<file path="config.mk">
export PLATFORM = sky130hd
export DESIGN_NAME = rx_pause_flow_ctrl
export DESIGN_NICKNAME = d
export VERILOG_FILES = /design/src/rtl/pfc_pkg.sv /design/src/rtl/pfc_level_mon.sv /design/src/rtl/pfc_req_arb.sv /design/src/rtl/pfc_pause_timer.sv /design/src/rtl/rx_pause_flow_ctrl.sv
export SDC_FILE = /design/constraint.sdc
export NUM_CORES = 1
export LEC_CHECK = 0
export BUFFER_PORTS_ARGS = -buffer_cell sky130_fd_sc_hd__buf_2
export CAP_MARGIN = 20
export CORE_MARGIN = 5
export CORE_UTILIZATION = 49
export DETAILED_ROUTE_END_ITERATION = 8
export PLACE_DENSITY_LB_ADDON = 0.2
export SLEW_MARGIN = 5
export SYNTH_ARGS = -nofsm -noshare
export SYNTH_HDL_FRONTEND = slang
export SYNTH_SLANG_ARGS = --single-unit
</file>
<file path="constraint.sdc">
create_clock -name clk -period 2.9 [get_ports clk]
set_input_delay 0.87 -clock clk [delete_from_list [all_inputs] [get_ports clk]]
set_output_delay 0.87 -clock clk [all_outputs]
set_load 0.1 [all_outputs]
</file>
<file path="src/rtl/pfc_pkg.sv">
package pfc_pkg;
  localparam int UNIT_SHIFT = 6;
  localparam logic [15:0] MAC_CTRL_TYPE = 16'h8808;

  typedef enum logic [1:0] {
    REQ_NONE = 2'd0,
    REQ_XOFF = 2'd1,
    REQ_XON  = 2'd2,
    REQ_SW   = 2'd3
  } req_kind_e;
endpackage

</file>
<file path="src/rtl/pfc_level_mon.sv">
module pfc_level_mon #(
  parameter int OCC_W = 16,
  parameter int THR_W = 11
) (
  input  logic             clk,
  input  logic             rst_n,
  input  logic [OCC_W-1:0] occ_bytes,
  input  logic [THR_W-1:0] off_thr,
  input  logic [THR_W-1:0] on_thr,
  output logic             xoff_evt,
  output logic             xon_evt,
  output logic             stop_active
);
  import pfc_pkg::*;
  localparam int UNITS_W = OCC_W - UNIT_SHIFT;
  localparam int CMP_W   = (UNITS_W > THR_W) ? UNITS_W : THR_W;

  logic [CMP_W-1:0] units, off_c, on_c;
  logic             at_or_above_off, at_or_below_on;

  always_comb begin
    units = '0;
    off_c = '0;
    on_c  = '0;
    units[UNITS_W-1:0] = occ_bytes[OCC_W-1:UNIT_SHIFT];
    off_c[THR_W-1:0]   = off_thr;
    on_c[THR_W-1:0]    = on_thr;
  end

  assign at_or_above_off = (units >= off_c);
  assign at_or_below_on  = (units <= on_c);

  // hysteresis: one event per crossing in each direction
  assign xoff_evt = !stop_active && at_or_above_off;
  assign xon_evt  = stop_active && at_or_below_on;

  always_ff @(posedge clk or negedge rst_n) begin
    if (!rst_n)        stop_active <= 1'b0;
    else if (xoff_evt) stop_active <= 1'b1;
    else if (xon_evt)  stop_active <= 1'b0;
  end

  assert_stop_on_crossing_R2: assert property (@(posedge clk) disable iff (!rst_n)
    $rose(stop_active) |-> $past(at_or_above_off));
  assert_resume_on_crossing_R3: assert property (@(posedge clk) disable iff (!rst_n)
    $fell(stop_active) |-> $past(at_or_below_on));
endmodule

</file>
<file path="src/rtl/pfc_req_arb.sv">
module pfc_req_arb #(
  parameter int QW = 16
) (
  input  logic          clk,
  input  logic          rst_n,
  input  logic          xoff_evt,
  input  logic          xon_evt,
  input  logic [QW-1:0] xoff_quanta,
  input  logic          sw_valid,
  output logic          sw_ready,
  input  logic [QW-1:0] sw_quanta,
  output logic          req_valid,
  input  logic          req_ready,
  output logic [1:0]    req_kind,
  output logic [QW-1:0] req_quanta
);
  import pfc_pkg::*;

  logic          xoff_pend, xon_pend, sw_pend;
  logic [QW-1:0] xoff_q, sw_q;
  logic          out_load, hw_pend, take_hw, take_sw;
  logic          xoff_taking, xon_taking;
  logic          xoff_pend_d, xon_pend_d;

  assign out_load    = !req_valid || req_ready;
  assign hw_pend     = xoff_pend || xon_pend;
  assign take_hw     = out_load && hw_pend;
  assign take_sw     = out_load && !hw_pend && sw_pend;
  assign xoff_taking = take_hw && xoff_pend;
  assign xon_taking  = take_hw && !xoff_pend && xon_pend;
  assign sw_ready    = !sw_pend;

  // opposite-kind crossings cancel an entry that has not reached the output
  always_comb begin
    xoff_pend_d = xoff_pend;
    if (xoff_evt)                    xoff_pend_d = !(xon_pend && !xon_taking);
    else if (xoff_taking || xon_evt) xoff_pend_d = 1'b0;
    xon_pend_d = xon_pend;
    if (xon_evt)                     xon_pend_d = !(xoff_pend && !xoff_taking);
    else if (xon_taking || xoff_evt) xon_pend_d = 1'b0;
  end

  always_ff @(posedge clk or negedge rst_n) begin
    if (!rst_n) begin
      xoff_pend <= 1'b0;
      xon_pend  <= 1'b0;
      xoff_q    <= '0;
    end else begin
      xoff_pend <= xoff_pend_d;
      xon_pend  <= xon_pend_d;
      if (xoff_evt) xoff_q <= xoff_quanta;
    end
  end

  always_ff @(posedge clk or negedge rst_n) begin
    if (!rst_n) begin
      sw_pend <= 1'b0;
      sw_q    <= '0;
    end else if (sw_valid && sw_ready) begin
      sw_pend <= 1'b1;
      sw_q    <= sw_quanta;
    end else if (take_sw) begin
      sw_pend <= 1'b0;
    end
  end

  always_ff @(posedge clk or negedge rst_n) begin
    if (!rst_n) begin
      req_valid  <= 1'b0;
      req_kind   <= REQ_NONE;
      req_quanta <= '0;
    end else if (out_load) begin
      req_valid <= take_hw || take_sw;
      if (xoff_taking) begin
        req_kind   <= REQ_XOFF;
        req_quanta <= xoff_q;
      end else if (xon_taking) begin
        req_kind   <= REQ_XON;
        req_quanta <= '0;
      end else if (take_sw) begin
        req_kind   <= REQ_SW;
        req_quanta <= sw_q;
      end else begin
        req_kind   <= REQ_NONE;
      end
    end
  end

  assert_hold_under_stall_R5: assert property (@(posedge clk) disable iff (!rst_n)
    (req_valid && !req_ready) |=> (req_valid && $stable(req_kind) && $stable(req_quanta)));
  assert_hw_before_sw_R6: assert property (@(posedge clk) disable iff (!rst_n)
    (out_load && hw_pend && sw_pend) |=> (req_kind != REQ_SW));
endmodule

</file>
<file path="src/rtl/pfc_pause_timer.sv">
module pfc_pause_timer #(
  parameter int QW = 16
) (
  input  logic          clk,
  input  logic          rst_n,
  input  logic          load,
  input  logic [QW-1:0] load_val,
  input  logic          tick,
  output logic [QW-1:0] count
);
  always_ff @(posedge clk or negedge rst_n) begin
    if (!rst_n)                    count <= '0;
    else if (load)                 count <= load_val;
    else if (tick && count != '0)  count <= count - 1'b1;
  end

  assert_timer_load_R8: assert property (@(posedge clk) disable iff (!rst_n)
    load |=> (count == $past(load_val)));
  assert_timer_count_R9: assert property (@(posedge clk) disable iff (!rst_n)
    (!load && tick && count != '0) |=> (count == $past(count) - 1'b1));
  assert_timer_floor_R9: assert property (@(posedge clk) disable iff (!rst_n)
    (!load && count == '0) |=> (count == '0));
endmodule

</file>
<file path="src/rtl/rx_pause_flow_ctrl.sv">
module rx_pause_flow_ctrl #(
  parameter int OCC_W      = 16,
  parameter int THR_W      = 11,
  parameter int QUANTA_W   = 16,
  parameter int FIFO_BYTES = 8192
) (
  input  logic                clk,
  input  logic                rst_n,
  input  logic [OCC_W-1:0]    occ_bytes,
  input  logic [THR_W-1:0]    off_thresh,
  input  logic [THR_W-1:0]    on_thresh,
  input  logic [QUANTA_W-1:0] xoff_quanta,
  input  logic                rx_pause_valid,
  input  logic [QUANTA_W-1:0] rx_pause_quanta,
  input  logic                slot_tick,
  input  logic                sw_pause_valid,
  output logic                sw_pause_ready,
  input  logic [QUANTA_W-1:0] sw_pause_quanta,
  output logic                pause_req_valid,
  input  logic                pause_req_ready,
  output logic [1:0]          pause_req_kind,
  output logic [QUANTA_W-1:0] pause_req_quanta,
  output logic                tx_hold,
  output logic [QUANTA_W-1:0] pause_timer,
  output logic [15:0]         mac_ctrl_type,
  output logic [THR_W-1:0]    fifo_size_units
);
  import pfc_pkg::*;
  localparam int UNITS = FIFO_BYTES >> UNIT_SHIFT;
  localparam logic [THR_W-1:0] UNITS_V = THR_W'(UNITS);

  logic xoff_evt, xon_evt, stop_active;

  pfc_level_mon #(.OCC_W(OCC_W), .THR_W(THR_W)) u_level (
    .clk(clk), .rst_n(rst_n), .occ_bytes(occ_bytes),
    .off_thr(off_thresh), .on_thr(on_thresh),
    .xoff_evt(xoff_evt), .xon_evt(xon_evt), .stop_active(stop_active)
  );

  pfc_req_arb #(.QW(QUANTA_W)) u_arb (
    .clk(clk), .rst_n(rst_n), .xoff_evt(xoff_evt), .xon_evt(xon_evt),
    .xoff_quanta(xoff_quanta), .sw_valid(sw_pause_valid), .sw_ready(sw_pause_ready),
    .sw_quanta(sw_pause_quanta), .req_valid(pause_req_valid), .req_ready(pause_req_ready),
    .req_kind(pause_req_kind), .req_quanta(pause_req_quanta)
  );

  pfc_pause_timer #(.QW(QUANTA_W)) u_timer (
    .clk(clk), .rst_n(rst_n), .load(rx_pause_valid), .load_val(rx_pause_quanta),
    .tick(slot_tick), .count(pause_timer)
  );

  assign tx_hold         = (pause_timer != '0);
  assign mac_ctrl_type   = MAC_CTRL_TYPE;
  assign fifo_size_units = UNITS_V;
endmodule

</file>
* After elaboration in Yosys (flattened, before gate mapping)
Cells that the tools add are included.
** Operators by class
- $add $sub $neg :: 1
- $lt $le $gt $ge :: 2
- Mux-type cells :: 16
- Reductions and logical operators :: 34
** Operators by type and width (count)
- 2-to-1 mux 16 bit :: 5
- nonzero test 16 bit :: 1
- subtractor 16 x 1 -> 16 bit, second input constant :: 1
- logical AND 1 bit :: 12
- >= comparator 10 x 11 -> 1 bit :: 1
- <= comparator 10 x 11 -> 1 bit :: 1
- nonzero test 2 bit :: 5
- logical NOT 1 bit :: 9
- 2-to-1 mux 1 bit :: 8
- 2-to-1 mux 2 bit :: 3
- logical OR 1 bit :: 5
- nonzero test 3 bit :: 1
- AND reduction 2 bit :: 1
** Word-level totals
- Register bits after elaboration :: 71
- Input port bits :: 92
- Logic and storage cells :: 63

* Longest topological paths before layout
- Depth after elaboration :: 9
- Depth in mapped cells :: 8
- Mapped depth without buffers :: 7

* Cells and area by module
A second synthesis with hierarchy kept.
** Second synthesis, totals
- Cell total of the unflattened synthesis :: 375
- Area total of the unflattened synthesis :: 4110.2 sq um
** By module, submodules not included
- pfc_req_arb :: instances 1, cells an instance 149, area each 2283.4 sq um, seq. area each 1351.3 sq um
- pfc_pause_timer :: instances 1, cells an instance 119, area each 1034.7 sq um, seq. area each 400.4 sq um
- pfc_level_mon :: instances 1, cells an instance 73, area each 550.5 sq um, seq. area each 25.0 sq um
- rx_pause_flow_ctrl :: instances 1, cells an instance 34, area each 241.5 sq um, seq. area each 0.0 sq um

* Worst setup path after synthesis
OpenSTA, ideal clock, no wires.
- Path type :: reg2out
- From :: register u_timer.count[9]
- To :: output port tx_hold
- Arrival :: 2.503 ns
- Data required time :: 2.030 ns
- Slack :: -0.473 ns
- Stages on the path, launching flop included :: 4
- Path buffers :: 0
- Cells stage by stage :: dfrtp_1 or4_4 nor4_4 nand2_1
** Between the ends
- Longest elaborated chain between the ends :: 1
** Ends and longest elaborated chain
- from (decl) :: line pfc_pause_timer.sv:9 : output logic [QW-1:0] count
- from (signal assigned) :: line pfc_pause_timer.sv:13 : else if (load) count <= load_val;
- from (signal assigned) :: line pfc_pause_timer.sv:14 : else if (tick && count != '0) count <= count - 1'b1;
- nonzero test 16 bit :: line rx_pause_flow_ctrl.sv:52 : assign tx_hold = (pause_timer != '0);
- to (decl) :: line rx_pause_flow_ctrl.sv:23 : output logic tx_hold,
Every way passes these cells.

* Worst setup path after layout
- From :: register u_timer.count[12]
- To :: output port tx_hold
The elaborated chain is that of the path after synthesis.

==> summary.txt <==
Net Switching -> 2.456 mW
Clk network pwr share -> 15.3%
Port Buffers -> 122
Min-Delay Endpoint -> u_arb.req_quanta[2]
Int Pwr -> 2.358 mW
critical path's top delay family -> simple AND/OR/NAND/NOR gates
Tmin final -> 2835 ps
Reg2Reg Depth -> 6
Final Instance Area -> 4772 um^2
final period utilization -> 97.77%
drt first pass iters -> 4
initial antenna violation count -> 0
HP Start -> u_arb.req_quanta[2]
fin util -> 61.44%
Placed Instances -> 595
Tightest Pin Transition -> 959.5 ps
row count -> 32
RSZ-0062 raised after global routing -> no
layout cell share with drive strength beyond 1 -> 38.04%
Mapped Cells -> 382
total number of vias -> 3074
fillers -> 709
Avg Synthesized Cell Area -> 10.25 um^2
Post-DRT Antenna Nets -> 0
WL final -> 8806 um
Ports -> 156
sequential element share of the synthesized area -> 45.37%
Setup crit end kind -> primary output
Crit path arrival time -> 1970 ps
vias in the first global route -> 3209
Hold Path Cell Cnt -> 2
startpoint types -> flip-flop
PD cells -> 1009 nW/um^2
DP HPWL -> 6613 um
register bit total from synthesis -> 71
Final setup viols -> 0
wire length per cell -> 14.39 um
CTS Buffer Depth -> 2
H-tree depth -> 3
r2r endpoint -> u_timer.count[10]
synthesized cell area -> 3916 um^2
Worst Hold Class -> flip-flop to flip-flop
1st-iter DRT viols -> 83
hold buffers post-CTS -> 0
Yosys cell types -> 46
Required @ worst endpoint -> 2030 ps
Crit. Startpoint -> u_timer.count[12]
Switching Share -> 51.02%
Seq pwr share -> 34.4%
Area Growth Syn to Fin -> 21.85%
Setup CP Type -> flip-flop to primary output
first-pass GRT wire length -> 14750 um
most common cell after layout, fill and taps aside -> buf_2
static leakage -> 2.337 nW
Syn. warnings -> 0
root buffer cell -> clkbuf_8
total gr overflow -> 0
reg-to-reg setup timing slack -> 790 ps
largest net degree at the start of global routing -> 72
number of vias per cell -> 5.023
n_diodes -> 0
largest fanout on the critical path -> 5
Slew headroom -> 35.99%
die footprint -> 9880 um^2
Max VDD drop -> 0.0006658 V
Worst-Skew Late Latency -> 340 ps
fin nets -> 619
Synth async-reset ratio -> 100.0%
fmax -> 0.3527 GHz
Post-synth EDFFs -> 0
Multi-input gate area -> 1898 um^2
Die Y-Extent -> 99.40 um
Setup TNS -> 0 ps
critical path, cell by cell -> or4_4 > nor4_4 > nand2_4 > buf_4
final total power -> 4.814 mW
GRT Resource Usage Total -> 18.25%
Max stage delay on crit path -> 580 ps
worst r2r src -> u_timer.count[4]
max_cap viols -> 0
Synth Flop Type -> dfrtp_1
CTS tree -> built
CTS Sinks -> 71
final RePlAce weighted congestion -> 0.8010
final hold viol count -> 0
chip width -> 99.40 um
Worst Path Buf+Inv -> 1
Max Slew Vio Count -> 0
starting density of the core -> 50.42%
cts bufs inserted -> 9
clock skew -> 11.01 ps
register area -> 1787 um^2
Post-Layout Cell Count -> 612
DRC -> 0
Comb power frac -> 50.4%
CP max stage cell -> or4_4
post-placement cell area -> 4569 um^2
run status -> finished, final reports clean
most frequent cells in the layout -> buf_2, dfrtp_1, nand2_1, mux2_2, conb_1
clock slew at reported path FFs -> 80 ps
core area -> 7767 um^2
## synthesized netlist by cell type (2+ instances only)
cell        n  area [um^2]
a21o_1      3        22.52
o31ai_1     2        15.01
nand2_1    42        157.7
o21ai_1    13        65.06
o21a_1      2        15.01
conb_1      2        7.510
clkbuf_1   11        41.29
or4_4       3        33.78
a2111oi_0   2        17.52
nor2_1      8        30.03
nor4_4      2        42.54
buf_4      27        202.7
and2_1      2        12.51
o21ai_0    26        130.1
a21oi_1    10        50.05
ha_1       22        275.3
mux2_2     32        360.4
xor2_1      6        52.55
nor3_1      6        30.03
inv_1      25        93.84
nor2b_1     2        12.51
buf_2       2        10.01
dfrtp_1    71         1777
nand2b_1    4        25.02
a22oi_1    16        120.1
nand4_1     7        43.79
nand3_1     5        25.02
a211oi_1    4        30.03
xnor2_1     8        70.07
## registers in the layout, summed over array words and instances (netlist names), 2 cells and up
| signal | count |
|---|---|
| u_arb.sw_q | 16 |
| u_arb.xoff_q | 16 |
| u_arb.req_quanta | 16 |
| u_timer.count | 16 |
| u_arb.req_kind | 2 |
## how the worst max path moves through the flow
stage	cells past startpoint	endpoint	slack (ps)
after global routing	4	tx_hold	5
after CTS	4	tx_hold	50
after floorplan	3	tx_hold	50
after global placement	7	u_arb.xoff_q[9]	210
after detailed placement	9	u_arb.xoff_q[10]	200
final	4	tx_hold	60
## per-stage QoR
stage / hold WS (ps) / worst slack [ps]
3_3_place_gp: 459.7 / 210.0
4_1_cts: 484.2 / 48.10
5_1_grt: 524.7 / 4.779
3_5_place_dp: 465.5 / 197.1
2_1_floorplan: 481.1 / 49.58
6_report: 476.7 / 64.71
## cells by family after synthesis
kind of cell / Yosys count / share of synthesized area [%]
DFF: 71 / 45.37
AOI/OAI and AO/OA: 87 / 13.77
and+or+nand+nor: 88 / 12.14
buffers and inverters: 66 / 9.169
adders and majority gates: 22 / 7.029
xor gates and xnor gates: 14 / 3.131
muxes: 32 / 9.201
other: 2 / 0.1918
## routing by layer
layer	up-vias	wire, um	track usage [%]
li1	1529	-	-
met1	1441	3643	22.21
met2	92	4311	30.99
met3	12	733	5.891
met4	0	118	5.357
met5	-	0	0
## power by group through the flow
stage / sequential, mW / clock [mW] / combinational, mW
after CTS: 1.66 / 0.770 / 2.43
after detailed placement: 1.67 / 0 / 2.43
after global routing: 1.72 / 0.815 / 2.58
after floorplan: 2.64 / 0 / 0.986
after global placement: 1.66 / 0 / 2.39
final: 1.65 / 0.736 / 2.42
## what timing repair did
action	4_1_cts	5_1_grt
setup buffers	0	0
gates resized for setup	1	0
hold endpoints to repair	0	0
setup endpoints to repair	1	0
## tightest hold or removal path, stage by stage, from the launching register on
cell,delay [ps]
dfrtp_1,340
nand2_1,40
o21ai_0,50
## cell type report
cell class	instances	area share [%]
clock inverter	6	1.075
sequential	71	37.44
tap	102	2.674
inverter	25	1.966
clock buffer	10	2.884
multi-input combinational	270	39.77
timing repair buffer	128	14.18
(Power assumes the default switching activity.)
